### src/rtl/fanmgr_pkg.sv
package fanmgr_pkg;
   localparam int PCT_STEPS = 100;
   localparam int PHASE_W   = $clog2(PCT_STEPS);

   function automatic int group_of(input int fan, input int num_groups);
      return fan % num_groups;
   endfunction
endpackage

### src/rtl/fm_sync.sv
module fm_sync #(
   parameter int               WIDTH     = 1,
   parameter int               STAGES    = 2,
   parameter logic [WIDTH-1:0] RESET_VAL = '0
) (
   input  logic             clk_i,
   input  logic             rst_ni,
   input  logic [WIDTH-1:0] d_i,
   output logic [WIDTH-1:0] q_o
);
   if (STAGES < 2) begin : g_bad_stages
      $error("fm_sync needs at least two stages");
   end

   logic [STAGES-1:0][WIDTH-1:0] chain_q;

   always_ff @(posedge clk_i or negedge rst_ni) begin
      if (!rst_ni) chain_q <= {STAGES{RESET_VAL}};
      else         chain_q <= {chain_q[STAGES-2:0], d_i};
   end

   assign q_o = chain_q[STAGES-1];
endmodule

### src/rtl/fm_pwm.sv
module fm_pwm
   import fanmgr_pkg::*;
#(
   parameter int DUTY_W = 8
) (
   input  logic               clk_i,
   input  logic               rst_ni,
   input  logic               en_i,
   input  logic [DUTY_W-1:0]  duty_i,
   input  logic [PHASE_W-1:0] phase_i,
   output logic               pwm_o
);
   if (DUTY_W < PHASE_W + 1) begin : g_bad_width
      $error("fm_pwm duty width too small for a percent value");
   end

   localparam logic [DUTY_W-1:0] FULL = DUTY_W'(PCT_STEPS);

   logic [DUTY_W-1:0] duty_eff;
   assign duty_eff = (duty_i > FULL) ? FULL : duty_i;

   always_ff @(posedge clk_i or negedge rst_ni) begin
      if (!rst_ni) pwm_o <= 1'b0;
      else         pwm_o <= en_i && (DUTY_W'(phase_i) < duty_eff);
   end
endmodule

### src/rtl/fm_tach.sv
module fm_tach #(
   parameter int STAGES = 2,
   parameter int CNT_W  = 8
) (
   input  logic             clk_i,
   input  logic             rst_ni,
   input  logic             tach_i,
   input  logic             win_end_i,
   output logic [CNT_W-1:0] rps_o
);
   logic             tach_s;
   logic             prev_q;
   logic             rise;
   logic [CNT_W-1:0] cnt_q;
   logic [CNT_W-1:0] cnt_next;

   fm_sync #(.WIDTH(1), .STAGES(STAGES), .RESET_VAL(1'b0)) i_sync (
      .clk_i (clk_i),
      .rst_ni(rst_ni),
      .d_i   (tach_i),
      .q_o   (tach_s)
   );

   assign rise     = tach_s & ~prev_q;
   assign cnt_next = (rise && cnt_q != '1) ? cnt_q + 1'b1 : cnt_q;

   always_ff @(posedge clk_i or negedge rst_ni) begin
      if (!rst_ni) begin
         prev_q <= 1'b0;
         cnt_q  <= '0;
         rps_o  <= '0;
      end else begin
         prev_q <= tach_s;
         if (win_end_i) begin
            rps_o <= cnt_next;
            cnt_q <= '0;
         end else begin
            cnt_q <= cnt_next;
         end
      end
   end
endmodule

### src/rtl/fan_manager.sv
module fan_manager
   import fanmgr_pkg::*;
#(
   parameter int NUM_MAIN      = 3,
   parameter int NUM_MOD       = 6,
   parameter int DATA_W        = 8,
   parameter int DUTY_RESET    = 30,
   parameter int STEP_CYCLES   = 80,
   parameter int WINDOW_CYCLES = 200_000_000,
   parameter int SYNC_STAGES   = 2,
   localparam int ADDR_W       = $clog2(NUM_MAIN + 1)
) (
   input  logic               clk_i,
   input  logic               rst_ni,
   input  logic [ADDR_W-1:0]  reg_addr_i,
   input  logic               reg_wr_i,
   input  logic [DATA_W-1:0]  reg_wdata_i,
   output logic [DATA_W-1:0]  reg_rdata_o,
   input  logic [NUM_MOD-1:0] mod_present_ni,
   input  logic [NUM_MAIN-1:0] tach_i,
   output logic [NUM_MAIN-1:0] pwm_o,
   output logic [NUM_MAIN-1:0] main_en_o,
   output logic [NUM_MOD-1:0] mod_en_o,
   output logic               all_on_o
);
   localparam int NUM_GROUPS = DATA_W - NUM_MAIN;
   localparam int WIN_W      = $clog2(WINDOW_CYCLES);

   if (NUM_GROUPS < 1)                 begin : g_bad_groups $error("no enable bits left for module fans"); end
   if (WINDOW_CYCLES < 2)              begin : g_bad_window $error("window must be at least two cycles"); end
   if (STEP_CYCLES < 1)                begin : g_bad_step   $error("step length must be positive"); end
   if (DUTY_RESET > PCT_STEPS)         begin : g_bad_duty   $error("reset duty above 100 percent"); end

   logic [DATA_W-1:0]                 en_q;
   logic [NUM_MAIN-1:0][DATA_W-1:0]   duty_q;
   logic [NUM_MAIN-1:0][DATA_W-1:0]   rps;
   logic [NUM_MOD-1:0]                pres_n_s;
   logic [NUM_MOD-1:0]                slot_ok;
   logic [PHASE_W-1:0]                phase_q;
   logic                              step_tick;
   logic [WIN_W-1:0]                  win_q;
   logic                              win_end;

   // register writes
   always_ff @(posedge clk_i or negedge rst_ni) begin
      if (!rst_ni) begin
         en_q   <= '1;
         duty_q <= {NUM_MAIN{DATA_W'(DUTY_RESET)}};
      end else if (reg_wr_i) begin
         if (reg_addr_i == '0) en_q <= reg_wdata_i;
         for (int i = 0; i < NUM_MAIN; i++) begin
            if (reg_addr_i == ADDR_W'(i + 1)) duty_q[i] <= reg_wdata_i;
         end
      end
   end

   // register reads
   always_comb begin
      reg_rdata_o = en_q;
      for (int i = 0; i < NUM_MAIN; i++) begin
         if (reg_addr_i == ADDR_W'(i + 1)) reg_rdata_o = rps[i];
      end
   end

   // PWM step timebase
   if (STEP_CYCLES == 1) begin : g_step_direct
      assign step_tick = 1'b1;
   end else begin : g_step_div
      localparam int PRE_W = $clog2(STEP_CYCLES);
      logic [PRE_W-1:0] pre_q;
      always_ff @(posedge clk_i or negedge rst_ni) begin
         if (!rst_ni)                                pre_q <= '0;
         else if (pre_q == PRE_W'(STEP_CYCLES - 1))  pre_q <= '0;
         else                                        pre_q <= pre_q + 1'b1;
      end
      assign step_tick = (pre_q == PRE_W'(STEP_CYCLES - 1));
   end

   always_ff @(posedge clk_i or negedge rst_ni) begin
      if (!rst_ni)        phase_q <= '0;
      else if (step_tick) phase_q <= (phase_q == PHASE_W'(PCT_STEPS - 1)) ? '0 : phase_q + 1'b1;
   end

   // measurement window
   always_ff @(posedge clk_i or negedge rst_ni) begin
      if (!rst_ni)      win_q <= '0;
      else if (win_end) win_q <= '0;
      else              win_q <= win_q + 1'b1;
   end
   assign win_end = (win_q == WIN_W'(WINDOW_CYCLES - 1));

   // speed-controlled fans
   for (genvar i = 0; i < NUM_MAIN; i++) begin : g_main
      fm_pwm #(.DUTY_W(DATA_W)) i_pwm (
         .clk_i  (clk_i),
         .rst_ni (rst_ni),
         .en_i   (en_q[i]),
         .duty_i (duty_q[i]),
         .phase_i(phase_q),
         .pwm_o  (pwm_o[i])
      );
      fm_tach #(.STAGES(SYNC_STAGES), .CNT_W(DATA_W)) i_tach (
         .clk_i    (clk_i),
         .rst_ni   (rst_ni),
         .tach_i   (tach_i[i]),
         .win_end_i(win_end),
         .rps_o    (rps[i])
      );
   end
   assign main_en_o = en_q[NUM_MAIN-1:0];

   // module fans
   fm_sync #(.WIDTH(NUM_MOD), .STAGES(SYNC_STAGES), .RESET_VAL({NUM_MOD{1'b1}})) i_pres_sync (
      .clk_i (clk_i),
      .rst_ni(rst_ni),
      .d_i   (mod_present_ni),
      .q_o   (pres_n_s)
   );

   for (genvar k = 0; k < NUM_MOD; k++) begin : g_mod
      localparam int BIT = NUM_MAIN + group_of(k, NUM_GROUPS);
      assign mod_en_o[k] = en_q[BIT] & ~pres_n_s[k];
      assign slot_ok[k]  = en_q[BIT] |  pres_n_s[k];
   end

   assign all_on_o = (&en_q[NUM_MAIN-1:0]) & (&slot_ok);
endmodule

### config.mk
export PLATFORM = sky130hd
export DESIGN_NAME = fan_manager
export DESIGN_NICKNAME = d
export VERILOG_FILES = /design/src/rtl/fanmgr_pkg.sv /design/src/rtl/fm_sync.sv /design/src/rtl/fm_pwm.sv /design/src/rtl/fm_tach.sv /design/src/rtl/fan_manager.sv
export SDC_FILE = /design/constraint.sdc
export NUM_CORES = 1
export LEC_CHECK = 0
export ABC_AREA = 1
export BUFFER_PORTS_ARGS = -buffer_cell sky130_fd_sc_hd__buf_2
export CAP_MARGIN = 25
export CORE_AREA = 2 2 118 120
export CTS_CLUSTER_DIAMETER = 40
export DETAILED_ROUTE_END_ITERATION = 10
export DIE_AREA = 0 0 120 122
export PLACE_DENSITY = 0.72
export SYNTH_ARGS = -nofsm -noshare
export SYNTH_HDL_FRONTEND = slang
export SYNTH_SLANG_ARGS = --single-unit
### constraint.sdc
create_clock -name clk_i -period 1.9 [get_ports clk_i]
set_input_delay 0.475 -clock clk_i [delete_from_list [all_inputs] [get_ports clk_i]]
set_output_delay 0.475 -clock clk_i [all_outputs]
set_load 0.01 [all_outputs]
==> metrics.md <==
| Metric | Value |
|---|---|
| CP peak stage delay | `0.54 ns` |
| Met3 usage | `under 10%` |
| Die area | `0.0146 mm²` |
| DR pass1 iterations | `6` |
| Detailed router's first-iteration violation count | `365` |
| Antenna cells | `0` |
| CP max FO | `2` |
| Switching part of the total | `27.5%` |
| Hold Worst Slack | `~0.15 ns` |
| Clock power share | `40.4%` |
| Pwr dens | `1010 mW/mm²` |
| Largest net degree at the start of global routing | `46` |
| Failing checks | `negative setup slack` |
| First-pass GRT wire length | `around 26000 µm` |
| DP HPWL | `10900 µm` |
| Num rows | `43` |
| P_int | `6370 µW` |
| Die height | `~120 µm` |
| Mapped Area | `0.00724 mm²` |
| Reg-to-Reg End | `g_main[0].i_tach.cnt_q[3]` |
| Hold path depth | `1` |
| Worst path top cell family by delay | `flip-flops` |
| DRC viols | `0` |
| # port buffers | `42` |
| Xor/xnor share of the synthesized area | `under 10%` |
| # nets final | `975` |
| Sequential Power Share | `43.5%` |
| Fin. max-slew vios | `0` |
| Core Util, Final | `64.2%` |
| Grt peak-use layer | `met2` |
| Final RePlAce weighted congestion | `0.895` |
| Peak Freq | `~500 MHz` |
| Post-route clock period utilization | `104%` |
| Die width | `120 µm` |
| Hold Violations, Final | `0` |
| Sw Pwr | `about 2400 µW` |
| Final Skew | `0.00821 ns` |
| Largest family of logic cells by synthesized area | `simple AND/OR/NAND/NOR gates` |
| Fill cell count | `1092` |
| Routed via count | `5790` |
| Met2 GRT Util | `37.8%` |
| CTS clk-pin slew, worst paths | `0.06 ns` |
| Design Area, Final | `0.00866 mm²` |
| R2R cell count | `9` |
| Combinational Power Share | `16.1%` |
| Leakage | `0.00439 µW` |
| Clock Path Buffers | `2` |
| Mean Syn Cell Area | `8.50 µm²` |
| Clk_lat worst skew | `roughly 0.42 ns` |
| Via density | `5.16` |
| Inserted Clock Buffers | `17` |
| Vias in the first global route | `around 5500` |
| Crit path DAT | `1.49 ns` |
| Layout area overhead | `19.7%` |
| Reg2reg start | `win_q[0]` |
| Synth Area in Compound Gates | `8.40%` |
| Fin crit period | `1.97 ns` |
| Layout cells sized above 1 | `approximately 20%` |
| Root Driver | `clkbuf_16` |
| Yosys cell types | `39` |
| Aggregate routed wire length | `15900 µm` |
| Min-delay worst type | `in -> reg` |
| Critical-path cell list | `o22ai_2 > nor4_2 > buf_2` |
| Reg2Reg Setup Slack | `approximately 0.030 ns` |
| Post-Syn Nets | `897` |
| Met1 usage | `around 29%` |
| Post-Synthesis Cells | `851` |
| Status | `finished with violations` |
| Initial antenna violation count | `0` |
| Yosys warnings | `0` |
| Grt ovf | `0` |
| Cell Area, Placed | `0.00776 mm²` |
| Core ar. | `between 0.01 and 0.015 mm²` |
| Crit-path slowest cell | `dfstp_2` |
| Setup CP Type | `reg -> out` |
| DRT antenna net count | `0` |
| TritonCTS clock tree | `yes` |
| Number of max-cap violations | `0` |
| Maximum vdd drop | `a little over 0.9 mV` |
| Endpoints failing setup | `3` |
| Wire length per cell | `14.1 µm` |
| Mux share of post-synthesis cell area | `0%` |
| Unrepaired setup endpoints after global routing | `yes` |
| Worst hold endpoint | `i_pres_sync.chain_q[2]` |
| Clock sinks | `between 100 and 150` |
| GRT Util Overall | `a little under a quarter` |
| Pre-CTS setup slack | `-0.00372 ns` |
| FF+latch count, synth | `around 150` |
| Crit start category | `flip-flop` |
| Slew @ Worst Pin | `0.538 ns` |
| Buf/Inv on CP | `1` |
| Starting Density | `between 50% and 60%` |
| Crit path setup slack, layout | `-0.0692 ns` |
| Placed Cells | `roughly 1100` |
| H-tree Lvls | `4` |
| Most common cell after layout, fill and taps aside | `nand2_1` |
| Post-Synth Adder-Cell Area | `4.15%` |
| Most frequent cells in the layout | `nand2_1 (196), dfrtp_1 (114), inv_1 (108), nor2_1 (96), o21ai_0 (48)` |
| Flip-flop and latch area | `roughly 0.0037 mm²` |
| Post-synthesis simple-gate area fraction | `24.9%` |
| Seq/Total Area, Yosys | `around half` |
| Final non-filler cell total | `between 1000 and 1500` |
| CP endpoint kind | `output pin` |
| Req. time, crit path | `approximately 1.4 ns` |
| Worst slew margin | `64.0%` |
| Min-delay src | `mod_present_ni[2]` |
| Multi-input logic area | `0.00309 mm²` |
| # IOs | `43` |
==> cells by family after synthesis <==
kind of cell | after synthesis
adder cells (fa/ha/maj) | 24
XOR/XNOR | 31
AO/OA/AOI/OAI | 109
flip-flops | 146
buffers and inverters | 131
AND/OR/NAND/NOR | 410
==> final cells by class <==
cell class	instances	area share, %
clock buffer	20	5.27
clock inverter	12	2.06
inverter	110	4.78
multi-input combinational	574	35.6
sequential	146	42.6
tap	180	2.60
timing repair buffer	80	7.05
==> what timing repair did <==
| action | CTS | global route |
|---|---|---|
| endpoints found under the setup margin | 5 | 36 |
| cloned | 0 | 1 |
| pin swaps | 2 | 9 |
| hold endpoints to repair | 3 | 0 |
| hold buffers | 1 | 0 |
| buffers inserted | 9 | 7 |
| gates resized for setup | 5 | 31 |
==> worst max-delay path by stage <==
stage,start,endpoint,slack [ns],cells after the start
3_3_place_gp,reg_addr_i[0],reg_rdata_o[7],0.06,7
4_1_cts,i_pres_sync.q_o[3],all_on_o,-0.08,3
3_5_place_dp,reg_addr_i[0],reg_rdata_o[2],-0.004,7
2_1_floorplan,reg_addr_i[0],reg_rdata_o[0],0.05,6
6_report,i_pres_sync.q_o[3],all_on_o,-0.07,3
5_1_grt,en_q[7],all_on_o,-0.16,3
==> cells in the mapped netlist (all sizes together) <==
library cell  instances  share of area, %
xnor2                 6              0.73
buf                  14               1.7
dfrtp               114                39
o221ai                3              0.36
o21a                  1              0.10
clkbuf                7              0.36
a221oi                1              0.12
xor2                 25               3.0
clkinv                1             0.069
inv                 109               5.7
and3                  4              0.35
nor2                110               6.2
nand4                20               1.7
nor3                 22               1.8
nor3b                 2              0.21
nor4                  7              0.61
or2                   7              0.61
nand3                33               2.6
ha                   24               4.1
o31ai                 4              0.41
a21oi                22               1.5
nand2               202                11
and2                  2              0.17
dfstp                32                12
nand3b                1              0.10
a31oi                 1             0.087
o21ai                74               5.5
o22ai                 3              0.26
==> routing by layer <==
metal  share of wire (%)  routed length, µm
met5                   0                  0
met4                 1.9                303
met3                 3.9                626
met2                  50               7910
met1                  44               7010
==> through the flow <==
stage	total power, µW	TNS (ns)
4_1_cts	8800	-0.204
3_3_place_gp	5120	0
6_report	8790	-0.165
5_1_grt	9220	-1.34
2_1_floorplan	4740	0
3_5_place_dp	5170	-0.00372
==> registers in the layout, indices dropped and copies added (netlist names) <==
signal / cells
duty_q: 24
en_q: 8
g_main.i_pwm.pwm_o: 3
g_main.i_tach.cnt_q: 24
g_main.i_tach.i_sync.chain_q: 3
g_main.i_tach.i_sync.q_o: 3
g_main.i_tach.prev_q: 3
g_main.i_tach.rps_o: 24
g_step_div.pre_q: 7
i_pres_sync.chain_q: 6
i_pres_sync.q_o: 6
phase_q: 7
win_q: 28
==> power by group through the flow <==
stage	clock network (µW)	registers, µW	logic, µW
global route	3710	3870	1630
CTS	3580	3820	1390
finish	3550	3820	1420
floorplan	0	3800	947
detailed placement	0	3880	1290
global placement	0	3880	1240
Note: power is estimated with default switching activity, not from simulation.
